<file path="src/rtl/ftx_pkg.sv">
package ftx_pkg;
  typedef enum logic {
    POL_FIRST = 1'b0,
    POL_FULL  = 1'b1
  } start_pol_e;
endpackage

</file>
<file path="src/rtl/ftx_fifo.sv">
module ftx_fifo #(
  parameter int W     = 8,
  parameter int DEPTH = 64
) (
  input  logic                         clk,
  input  logic                         rst_n,
  input  logic                         clr,
  input  logic                         push,
  input  logic [W-1:0]                 wdata,
  input  logic                         pop,
  output logic [W-1:0]                 rdata,
  output logic                         empty,
  output logic                         full,
  output logic [$clog2(DEPTH+1)-1:0]   count
);
  localparam int AW = (DEPTH > 1) ? $clog2(DEPTH) : 1;
  localparam int CW = $clog2(DEPTH+1);

  logic [W-1:0]  mem [DEPTH];
  logic [AW-1:0] wp, rp;
  logic [CW-1:0] cnt;

  function automatic logic [AW-1:0] nxt(input logic [AW-1:0] p);
    return (p == AW'(DEPTH-1)) ? '0 : p + AW'(1);
  endfunction

  always_ff @(posedge clk) begin
    if (push) mem[wp] <= wdata;
  end

  always_ff @(posedge clk or negedge rst_n) begin
    if (!rst_n) begin
      wp <= '0; rp <= '0; cnt <= '0;
    end else if (clr) begin
      wp <= '0; rp <= '0; cnt <= '0;
    end else begin
      if (push) wp <= nxt(wp);
      if (pop)  rp <= nxt(rp);
      if (push && !pop)      cnt <= cnt + CW'(1);
      else if (pop && !push) cnt <= cnt - CW'(1);
    end
  end

  assign rdata = mem[rp];
  assign empty = (cnt == '0);
  assign full  = (cnt == CW'(DEPTH));
  assign count = cnt;

  // occupancy grows by exactly one per lone write
  a_r8_count_step: assert property (@(posedge clk) disable iff (!rst_n)
    (push && !pop && !clr) |=> (cnt == $past(cnt) + CW'(1)));
  // occupancy never exceeds the depth
  a_r8_no_overflow: assert property (@(posedge clk) disable iff (!rst_n)
    cnt <= CW'(DEPTH));
endmodule

</file>
<file path="src/rtl/ftx_shifter.sv">
module ftx_shifter #(
  parameter int W = 8
) (
  input  logic         clk,
  input  logic         rst_n,
  input  logic         clr,
  input  logic         tick,
  input  logic         start_ok,
  input  logic         have_data,
  input  logic [W-1:0] load_data,
  output logic         pop,
  output logic         sdo_bit,
  output logic         busy,
  output logic         done_pulse
);
  localparam int CW = (W > 1) ? $clog2(W) : 1;

  logic [W-1:0]  shreg;
  logic [CW-1:0] left;
  logic          last_bit, load;

  assign last_bit   = busy && (left == '0);
  assign load       = tick && have_data && ((!busy && start_ok) || last_bit);
  assign done_pulse = tick && last_bit && !have_data;
  assign pop        = load;

  always_ff @(posedge clk or negedge rst_n) begin
    if (!rst_n) begin
      shreg <= '0; left <= '0; busy <= 1'b0;
    end else if (clr) begin
      shreg <= '0; left <= '0; busy <= 1'b0;
    end else if (load) begin
      shreg <= load_data;
      left  <= CW'(W-1);
      busy  <= 1'b1;
    end else if (done_pulse) begin
      shreg <= '0;
      busy  <= 1'b0;
    end else if (tick && busy) begin
      shreg <= {shreg[W-2:0], 1'b0};
      left  <= left - CW'(1);
    end
  end

  assign sdo_bit = busy & shreg[W-1];

  // without a strobe the output state holds
  a_r2_hold_between_strobes: assert property (@(posedge clk) disable iff (!rst_n)
    (!tick && !clr) |=> ($stable(shreg) && $stable(busy) && $stable(left)));
  // disable empties the shifter
  a_r9_shifter_cleared: assert property (@(posedge clk) disable iff (!rst_n)
    clr |=> (!busy && shreg == '0));
endmodule

</file>
<file path="src/rtl/fifo_ser_tx.sv">
module fifo_ser_tx
  import ftx_pkg::*;
#(
  parameter int W     = 8,
  parameter int DEPTH = 64
) (
  input  logic         clk,
  input  logic         rst_n,
  input  logic         tx_on,
  input  logic         start_full,
  input  logic         bit_stb,
  input  logic         in_valid,
  input  logic [W-1:0] in_data,
  output logic         in_ready,
  output logic         ser_out,
  output logic         irq_drained,
  output logic         irq_done,
  output logic         overflow
);
  localparam int CW = $clog2(DEPTH+1);

  start_pol_e    pol;
  logic          clr, push, pop, f_empty, f_full;
  logic [W-1:0]  f_rdata;
  logic [CW-1:0] f_count;
  logic          go_q, start_cond;
  logic          sh_bit, sh_busy, sh_done;
  logic          drained_q, done_q, ovf_q;

  assign pol      = start_pol_e'(start_full);
  assign clr      = !tx_on;
  assign in_ready = tx_on && !f_full;
  assign push     = in_valid && in_ready;

  ftx_fifo #(.W(W), .DEPTH(DEPTH)) u_fifo (
    .clk(clk), .rst_n(rst_n), .clr(clr), .push(push), .wdata(in_data),
    .pop(pop), .rdata(f_rdata), .empty(f_empty), .full(f_full), .count(f_count)
  );

  ftx_shifter #(.W(W)) u_shift (
    .clk(clk), .rst_n(rst_n), .clr(clr), .tick(bit_stb), .start_ok(go_q),
    .have_data(!f_empty), .load_data(f_rdata), .pop(pop), .sdo_bit(sh_bit),
    .busy(sh_busy), .done_pulse(sh_done)
  );

  assign start_cond = (pol == POL_FULL) ? f_full : !f_empty;

  always_ff @(posedge clk or negedge rst_n) begin
    if (!rst_n) begin
      go_q <= 1'b0; drained_q <= 1'b0; done_q <= 1'b0; ovf_q <= 1'b0;
    end else if (clr) begin
      go_q <= 1'b0; drained_q <= 1'b0; done_q <= 1'b0; ovf_q <= 1'b0;
    end else begin
      if (sh_done)         go_q <= 1'b0;
      else if (start_cond) go_q <= 1'b1;

      if (pop && f_count == CW'(1) && !push) drained_q <= 1'b1;
      else if (push)                         drained_q <= 1'b0;

      if (sh_done)   done_q <= 1'b1;
      else if (push) done_q <= 1'b0;

      if (in_valid && !in_ready) ovf_q <= 1'b1;
    end
  end

  assign ser_out     = tx_on & sh_bit;
  assign irq_drained = drained_q;
  assign irq_done    = done_q;
  assign overflow    = ovf_q;

  // a stream only begins after the start latch was armed
  a_r4_start_needs_latch: assert property (@(posedge clk) disable iff (!rst_n)
    $rose(sh_busy) |-> $past(go_q));
  // drained flag implies an empty queue
  a_r6_drained_means_empty: assert property (@(posedge clk) disable iff (!rst_n)
    irq_drained |-> f_empty);
  // a refused offer marks overflow
  a_r8_refused_sets_flag: assert property (@(posedge clk) disable iff (!rst_n)
    (in_valid && !in_ready && tx_on) |=> overflow);
  // disable clears flags and shifter
  a_r9_off_clears: assert property (@(posedge clk) disable iff (!rst_n)
    !tx_on |=> (!sh_busy && !irq_drained && !irq_done && !overflow));
  // completion flag only when the shifter is idle
  a_r7_done_idle: assert property (@(posedge clk) disable iff (!rst_n)
    $rose(irq_done) |-> !sh_busy);
endmodule

</file>
<file path="config.mk">
export PLATFORM = sky130hd
export DESIGN_NAME = fifo_ser_tx
export DESIGN_NICKNAME = d
export VERILOG_FILES = /design/src/rtl/ftx_pkg.sv /design/src/rtl/ftx_fifo.sv /design/src/rtl/ftx_shifter.sv /design/src/rtl/fifo_ser_tx.sv
export SDC_FILE = /design/constraint.sdc
export NUM_CORES = 1
export LEC_CHECK = 0
export CELL_PAD_IN_SITES_DETAIL_PLACEMENT = 2
export CELL_PAD_IN_SITES_GLOBAL_PLACEMENT = 2
export CORE_ASPECT_RATIO = 1.75
export CORE_MARGIN = 2
export CORE_UTILIZATION = 25
export CTS_BUF_LIST = sky130_fd_sc_hd__clkbuf_2
export DETAILED_ROUTE_END_ITERATION = 8
export DONT_BUFFER_PORTS = 1
export PLACE_DENSITY = 0.56
export SLEW_MARGIN = 20
export SYNTH_ARGS = -nofsm -noshare
export SYNTH_HDL_FRONTEND = slang
export SYNTH_SLANG_ARGS = --single-unit
</file>
<file path="constraint.sdc">
create_clock -name clk -period 3.75 [get_ports clk]
set_clock_uncertainty 0.15 [all_clocks]
set_input_delay 0.5625 -clock clk [delete_from_list [all_inputs] [get_ports clk]]
set_output_delay 0.5625 -clock clk [all_outputs]
set_load 0.03 [all_outputs]
</file>
======== Yosys cells after proc, flatten, opt, wreduce, memory -nomap -nowiden ========
Memory sizes are Yosys's and may differ from the RTL's.
Index checks and enable logic that the tools add are counted.
Widths: inputs -> output; s select.
cells by class
  add/subtract/negate cells ............... 5
  eq/ne operators ......................... 15
  multiplexer cells ....................... 33
  bitwise operators ....................... 2
  reduce and logical (&&, ||, !) cells .... 24
operator list
  cell                 number
  $mux 6               6
  $mux 8               4
  $mux 7               3
  $ne 3x1->1 const B   6
  $mux 1               16
  $logic_and 1x1->1    14
  $add 6x1->6 const B  2
  $eq 6x6->1 const B   2
  $mux 3               4
  $add 7x1->7 const B  1
  $eq 7x1->1 const B   1
  $eq 7x7->1 const B   1
  $logic_not 7->1      1
  $sub 7x1->7 const B  1
  $logic_not 1->1      6
  $ne 2x1->1 const B   3
  $ne 4x1->1 const B   1
  $logic_not 3->1      1
  $ne 3x3->1 const B   1
  $sub 3x1->3 const B  1
  $and 1x1->1          2
  $reduce_and 2->1     1
  $logic_or 1x1->1     1
storage, ports and cells
  flip-flop bits (word level) ............. 35
  RAM bits ................................ 512
  logic and storage cells ................. 90
  memories ................................ 1
memory list
  memory      depth  bits a word  rd ports  clocked after memory_dff  wr ports  RTL line        text
  u_fifo.mem  64     8            1         0                         1         ftx_fifo.sv:19  logic [W-1:0] mem [DEPTH];

======== Depth between registers and ports, before layout ========
Gate-level depths: netlist of run 1.
  depth after elaboration ................. 9
  mapped depth ............................ 11
  gate-level depth less buffers ........... 8

======== Modules after synthesis ========
Synthesis of run 1 repeated with hierarchy kept, for this count alone.
unflattened totals
  cell total of the unflattened synthesis .. 1,099
  area, all modules ....................... 21,732.1 um^2
modules (own cells, without submodules)
  module       instances  cells each  area an instance (um^2)
  ftx_fifo     1          1,018       20,847.5
  ftx_shifter  1          59          673.1
  fifo_ser_tx  1          22          211.5

======== Least setup slack after synthesis of run 1 ========
OpenSTA, ideal clock, no wires.
  path type ............................... reg2reg
  from .................................... reg u_fifo.cnt[0] (netlist: u_fifo.count[0])
  to ...................................... mem u_fifo.mem[62][0], enable pin
  arrival ................................. 1.930 ns
  setup slack ............................. 1.299 ns
  cell stages (with the launch flop) ...... 9
  path through ............................ dfrtp_1 inv_1 ha_1 inv_1 o31ai_2 buf_2 nor2_1 nand3_1 nor2_1
between the ends
  longest elaborated chain between the ends .. 6
ends and longest elaborated chain
  what                          RTL line           text
  start: declaration            ftx_fifo.sv:21     logic [CW-1:0] cnt;
  start signal: assignment      ftx_fifo.sv:39     if (push && !pop) cnt <= cnt + CW'(1);
  start signal: assignment      ftx_fifo.sv:40     else if (pop && !push) cnt <= cnt - CW'(1);
  $eq 7x7->1                    ftx_fifo.sv:46     assign full = (cnt == CW'(DEPTH));
  $logic_not 1->1               fifo_ser_tx.sv:32  assign in_ready = tx_on && !f_full;
  $logic_and 1x1->1             fifo_ser_tx.sv:32
  $logic_and 1x1->1             fifo_ser_tx.sv:33  assign push = in_valid && in_ready;
  $mux 1                        ftx_fifo.sv:28     if (push) mem[wp] <= wdata;
  $mux 1 (implied by the code)  ftx_fifo.sv:28
  end: declaration              ftx_fifo.sv:19
No other way between the ends.

======== Final worst setup path of run 1 ========
  from .................................... reg u_fifo.cnt[3] (netlist: u_fifo.count[3])
  to ...................................... reg u_fifo.cnt[5] (netlist: u_fifo.count[5])
between the ends
  longest elaborated chain between the ends .. 8
  elaborated cells between the ends (all ways) .. 18
  those cells by class .................... add/sub: 2; eq/ne: 2; mux: 3; reduce/logical: 11
ends and longest elaborated chain
  what
  branches (longest 8 deep; another with $sub 7x1->7)
Parallel ways; which one is timed is not known. The select of a mux whose other input is x is not followed.
A chain may end at the register's enable or synchronous reset.

==> metrics.cfg, run 1 <==
[global_route]
antenna_found_initial = 2
grt_max_degree = 65
grt_pass1_wl_um = 97470
grt_use_total = 0.1490
overflow = 0
first_global_vias = 13730

[finish]
instances_no_fill = 2665
nets = 1426
syn2layout_area_growth_pct = 16.02
fin_area_sq_um = 25600
drive_gt1_frac = 0.2803

[synthesis]
async_reset_ff_frac = 0.06399
synth-warning-count = 0
synth_edf_count = 512
avgSynthCellArea_sq_um = 18.09
synth_area_sq_um = 22070
synth_seq_cells = 547
yosysUniqueCellTypes = 57
synth_ff_type = edfxtp_1
seq_area_frac_synth = 0.7363
syn_nets = 1242
syn_inst = 1220

[sta]
slew_violations = 0
finalSetupTns_ns = 0
max_slew_margin = 0.3377
fin_crit_sh = 0.9350
rsz0062_at_grt = false
setup_viol = 0
max_freq_mhz = 285.2
finalCriticalPeriod_ns = 3.506
hold_viol = 0
tightest_slew_ns = 0.9897

[detailed_routing]
top_layer = met4
met1_length_um = 24200
drt-initial-drc-count = 606
final_antenna_net_count = 0
vias = 12150
wl_met2_um = 37480
wl_met3_um = 2136
first_pass_iters = 4
wl_per_cell_um = 25.12
wirelength_um = 66950
route.detailed.drc = 0
via_per_inst = 4.557

[clocking]
htree_num_levels = 3
root_buffer = clkbuf_2
clk_latency_ns = 1.23
tritoncts = built
clock_path_buffers = 3
clk_pin_slew_ns = 0.12
numCtsBuffers = 119
numClockSinks = 547

[hold_path]
hold_path.startpoint = in_data[7]
holdCritPathClass = input port to flop

[placement]
gp_congestion = 0.8137
dp_hpwl_um = 44180
io_buffers = 0
dpl_cell_area_sq_um = 23990
dpl.cell_count = 2422

[floorplan]
die-area_sq_um = 90770
die_y_um = 397.1
core.rowCount = 144
start_util = 0.2515
io_pins = 19
core-area_sq_um = 87740
die_width_um = 228.6

[critical_path]
cp.arrival_ns = 4.51
startpoint_type = flop
cp_max_fo = 12
crit_path_start = u_fifo.count[3]
end_kind = flop
critPathRequiredTime_ns = 4.75
setup.worst_path.class = flop to flop
r2r_start = u_fifo.count[3]

[run_status]
status = completed

[job]
maxCapViolCount = 0

[pwr]
ir_worst_vdd_uv = 157.0
p_leak_nw = 8.076
power_density_nw_per_um2 = 479.1

## sequential cells by signal, summed over array words and instances, names as in the netlist
| name | flops |
|---|---|
| u_fifo.wp | 6 |
| u_fifo.count | 7 |
| u_fifo.rp | 6 |
| irq_done | 1 |
| go_q | 1 |
| u_fifo.mem | 512 |
| irq_drained | 1 |
| u_shift.left | 3 |
| u_shift.shreg | 8 |
| overflow | 1 |
| u_shift.busy | 1 |
## per-layer routing
layer / track usage / vias up
li1: - / 5318
met1: 0.1544 / 6424
met2: 0.2876 / 265
met3: 0.02437 / 138
met4: 0.07318 / 0
met5: 0 / -
## cell type report
| type | instances | area (sq um) |
|---|---|---|
| Tap cell | 1168 | 1461 |
| Fill cell | 9108 | 62140 |
| Clock buffer | 161 | 805.8 |
| Clock inverter | 51 | 356.6 |
| Antenna cell | 2 | 5.005 |
| Multi-Input combinational cell | 596 | 5438 |
| Sequential cell | 547 | 16260 |
| Timing Repair Buffer | 132 | 1249 |
| Inverter | 8 | 30.03 |
## per-stage QoR
step | setup slack [ns] | hold slack [ns] | utilization | power (mW)
after global routing | 0.06765 | 0.08114 | 0.2918 | 12.83
after CTS | 0.1854 | 0.04374 | 0.2918 | 12.51
after global placement | 0.5343 | 0.1178 | 0.2734 | 8.258
final | 0.2436 | 0.2170 | 0.2918 | 12.27
after floorplan | 1.299 | 0.1169 | - | 7.845
after detailed placement | 0.6167 | 0.1178 | 0.2734 | 8.282
## cells in the mapped netlist, types with 9 or more instances
cell type,instances,share of area
clkbuf_1,26,0.0044
nor2_1,98,0.017
a31oi_1,13,0.0037
buf_2,21,0.0048
buf_4,16,0.0054
mux2i_1,74,0.034
o22ai_1,9,0.0026
edfxtp_1,512,0.70
dfrtp_1,35,0.040
nand4_1,11,0.0031
o21ai_0,12,0.0027
a22oi_1,11,0.0037
nand2_1,66,0.011
nand2b_1,16,0.0045
a21oi_1,38,0.0086
mux4_2,103,0.11
nand3_1,25,0.0057
## cell usage in the layout, fill, tap and decap left out, drive strengths merged, types with 9 or more instances in the layout
cell type | netlist | routed
nand2 | 66 | 66
buf | 43 | 113
o21ai | 13 | 13
nor2 | 98 | 98
edfxtp | 512 | 512
inv | 8 | 10
a22oi | 11 | 11
clkinv | 0 | 44
a31oi | 13 | 13
mux4 | 103 | 103
mux2i | 74 | 74
nand3 | 25 | 25
dlygate4sd3 | 0 | 19
clkbuf | 26 | 161
nand2b | 16 | 16
a21oi | 38 | 38
o22ai | 9 | 9
nand4 | 11 | 11
dfrtp | 35 | 35
## worst max-delay path, stage by stage, from the launching register on
cell	delay [ns]
dfrtp_1	0.48
nor4_2	0.60
a32oi_1	0.26
buf_4	0.25
nand4_1	0.11
dlygate4sd3_1	0.61
nor3_1	0.06
a31oi_1	0.15
dlygate4sd3_1	0.58
mux2i_1	0.22
## power by group
group	internal, mW	switching, mW
logic	0.621	0.812
clock network	1.54	2.43
registers	6.74	0.123
## cells by family after synthesis
| logic type | share of synthesized area |
|---|---|
| AOI/OAI and AO/OA | 0.03833 |
| and+or+nand+nor | 0.05715 |
| buffers and inverters | 0.01735 |
| DFF | 0.7363 |
| xor gates and xnor gates | 0.003571 |
| muxes | 0.1428 |
| adders and majority gates | 0.004536 |
## worst paths after layout
kind	end	slack (ns)	cells past startpoint
setup / recovery	u_fifo.count[5]	0.24	9
hold / removal	u_fifo.mem[32][7]	0.22	2
setup reg to reg	u_fifo.count[5]	0.24	9
hold reg to reg	u_shift.left[1]	0.36	1
max in group asynchronous	u_fifo.rp[0]	2.92	4
min in group asynchronous	u_fifo.count[5]	0.25	4
## repair_timing
action | CTS | global route
resized for setup | 0 | 0
hold buffers | 29 | 0
setup buffers | 0 | 0
endpoints found under the hold margin | 769 | 0
No activity file was read; power rests on OpenSTA's default activity.
==> run 2: changes to the inputs <==
PLACE_DENSITY = default   (was 0.56)
PLACE_DENSITY_LB_ADDON = 0.1   (was default)
==> run 2 against run 1 <==
Worst setup slack improved by 0.077 ns. Clock power rose by 9.8%. Worst hold slack improved by 0.037 ns. Clock-buffer cell count increased by 35. Sequential power about the same. Utilization rose by 0.17 points. Non-clock buffer count down 13. Combinational power rose by 6%. Sequential share of layout area shrank 0.36 points. Register-to-register slack better by 0.23 ns.
==> metrics.cfg, run 2 (same netlist as run 1, synthesis figures left out) <==
[run_status]
status = completed

[finish]
multiInputGateArea_sq_um = 5448
fill_cells = 9090
instances_no_fill = 2674
drive_gt1_frac = 0.2866
largest_reg_flops = 512
nets = 1430
syn2layout_area_growth_pct = 16.67
layout_commonest_cell = edfxtp_1
final_cell_mix = edfxtp_1, clkbuf_2, mux4_2, nor2_1, mux2i_1
area.sequential_sq_um = 16260
largest-register = u_fifo.mem

[clocking]
postCtsResizedCells = 0
clk_pin_slew_ns = 0.13
numClockSinks = 547
tritoncts = built
htree_num_levels = 4
clk_latency_ns = 1.28
numCtsBuffers = 136
root_buffer = clkbuf_2
clock_path_buffers = 3

[global_route]
grt_pass1_wl_um = 105000
grt_use_total = 0.1649
grt_max_degree = 57
first_global_vias = 14030
overflow = 0
antenna_found_initial = 3

[critical_path]
setup.worst_path.class = flop to output pin
reg2regPathDepth = 8
end_kind = output pin
critPathRequiredTime_ns = 3.04
r2r_start = u_fifo.count[1]
rr_endpoint = u_fifo.mem[57][0]
startpoint_type = flop
cp.arrival_ns = 2.72
cp_max_fo = 7
reg2reg_setup_slack_ns = 0.47

[pwr]
ir_worst_vdd_uv = 234.4
clkPwrFrac = 0.343
p_sw_frac = 0.2792
p_seq_frac = 0.539
p_leak_nw = 8.119
pwr-share-comb = 0.118
intPower_mw = 9.168
power_density_nw_per_um2 = 494.0
p_total_mw = 12.72
p_sw_mw = 3.552

[floorplan]
die-area_sq_um = 90770
core.rowCount = 144
start_util = 0.2515
core-area_sq_um = 87740
io_pins = 19
die_width_um = 228.6
die_y_um = 397.1

[detailed_routing]
final_antenna_net_count = 0
wl_per_cell_um = 27.47
first_pass_iters = 4
via_per_inst = 4.587
route.detailed.drc = 0
drt-initial-drc-count = 539
vias = 12270
wirelength_um = 73460

[placement]
dp_hpwl_um = 47240
gp_congestion = 0.7563
io_buffers = 0
dpl.cell_count = 2395

[job]
maxCapViolCount = 0

[hold_path]
holdCritPathClass = input port to flop
hold_end = u_fifo.count[6]
hold_depth = 3
hold_path.startpoint = tx_on

[sta]
rsz0062_at_grt = false
tightest_slew_ns = 1.089
fin_crit_sh = 0.9146
setup_viol = 0
slew_violations = 0
finalSetupTns_ns = 0
finalCriticalPeriod_ns = 3.430
max_slew_margin = 0.2713
hold_viol = 0
max_freq_mhz = 291.6

==> run 2: cell types whose count changed in the layout (fill, tap and decap cells not counted), sizes merged <==
cell	delta
buf	-24
bufinv	+1
clkbuf	+35
clkinv	-19
clkinvlp	+5
dlygate4sd3	+11
==> run 2: power by group through the flow <==
stage | sequential [mW] | clock (mW) | combinational, mW
after CTS | 6.86 | 4.61 | 1.56
after floorplan | 6.93 | 0 | 0.913
after detailed placement | 7.00 | 0 | 1.34
after global routing | 6.87 | 4.82 | 1.64
after global placement | 6.99 | 0 | 1.34
final | 6.85 | 4.36 | 1.51
==> run 2: what timing repair did <==
item	CTS	global route
hold buffers	43	0
endpoints found under the hold margin	1064	0
buffers inserted	0	0
==> run 2: worst max path at each step <==
stage          cells past startpoint                 to             from
2_1_floorplan                      8  u_fifo.mem[62][0]  u_fifo.count[0]
3_3_place_gp                       7   u_shift.shreg[1]     u_fifo.rp[0]
3_5_place_dp                       8  u_fifo.mem[58][1]  u_fifo.count[1]
4_1_cts                            2           in_ready  u_fifo.count[3]
5_1_grt                            2           in_ready  u_fifo.count[3]
6_report                           2           in_ready  u_fifo.count[3]
==> run 2: cell type report <==
class / instances / share of cell area
flip-flops and latches: 547 / 0.6314
multi-input cells: 596 / 0.2116
well taps: 1168 / 0.05675
repair buffers: 119 / 0.04830
clock buffers: 196 / 0.03810
clock inverters: 38 / 0.01249
inverters: 8 / 0.001166
diodes: 2 / 0.0001944
==> run 2: per-stage QoR <==
stage	worst slack [ns]	cell area (sq um)	utilization	hold slack, ns
after floorplan	1.299	22070	-	0.1169
after global placement	0.4573	23800	0.2713	0.1201
after detailed placement	0.4954	23810	0.2713	0.1200
after CTS	0.01864	25740	0.2934	0.005645
after global routing	0.06586	25750	0.2935	0.1488
final	0.3202	25750	0.2935	0.2538
==> run 2: routing by layer <==
metal  routed length (um)  track usage  vias to the layer above  share of wire
met5                    0            0                        -              0
met4                 2964      0.07738                        0          0.040
met3                 1975      0.02867                      145          0.027
met2                41370       0.3172                      234           0.56
met1                27160       0.1722                     6565           0.37
li1                     -            -                     5321              -
==> run 2: worst max-delay path: stages (launching register included) <==
cell	delay, ns
dfrtp_1	0.48
nor4_2	0.57
a31oi_1	0.39
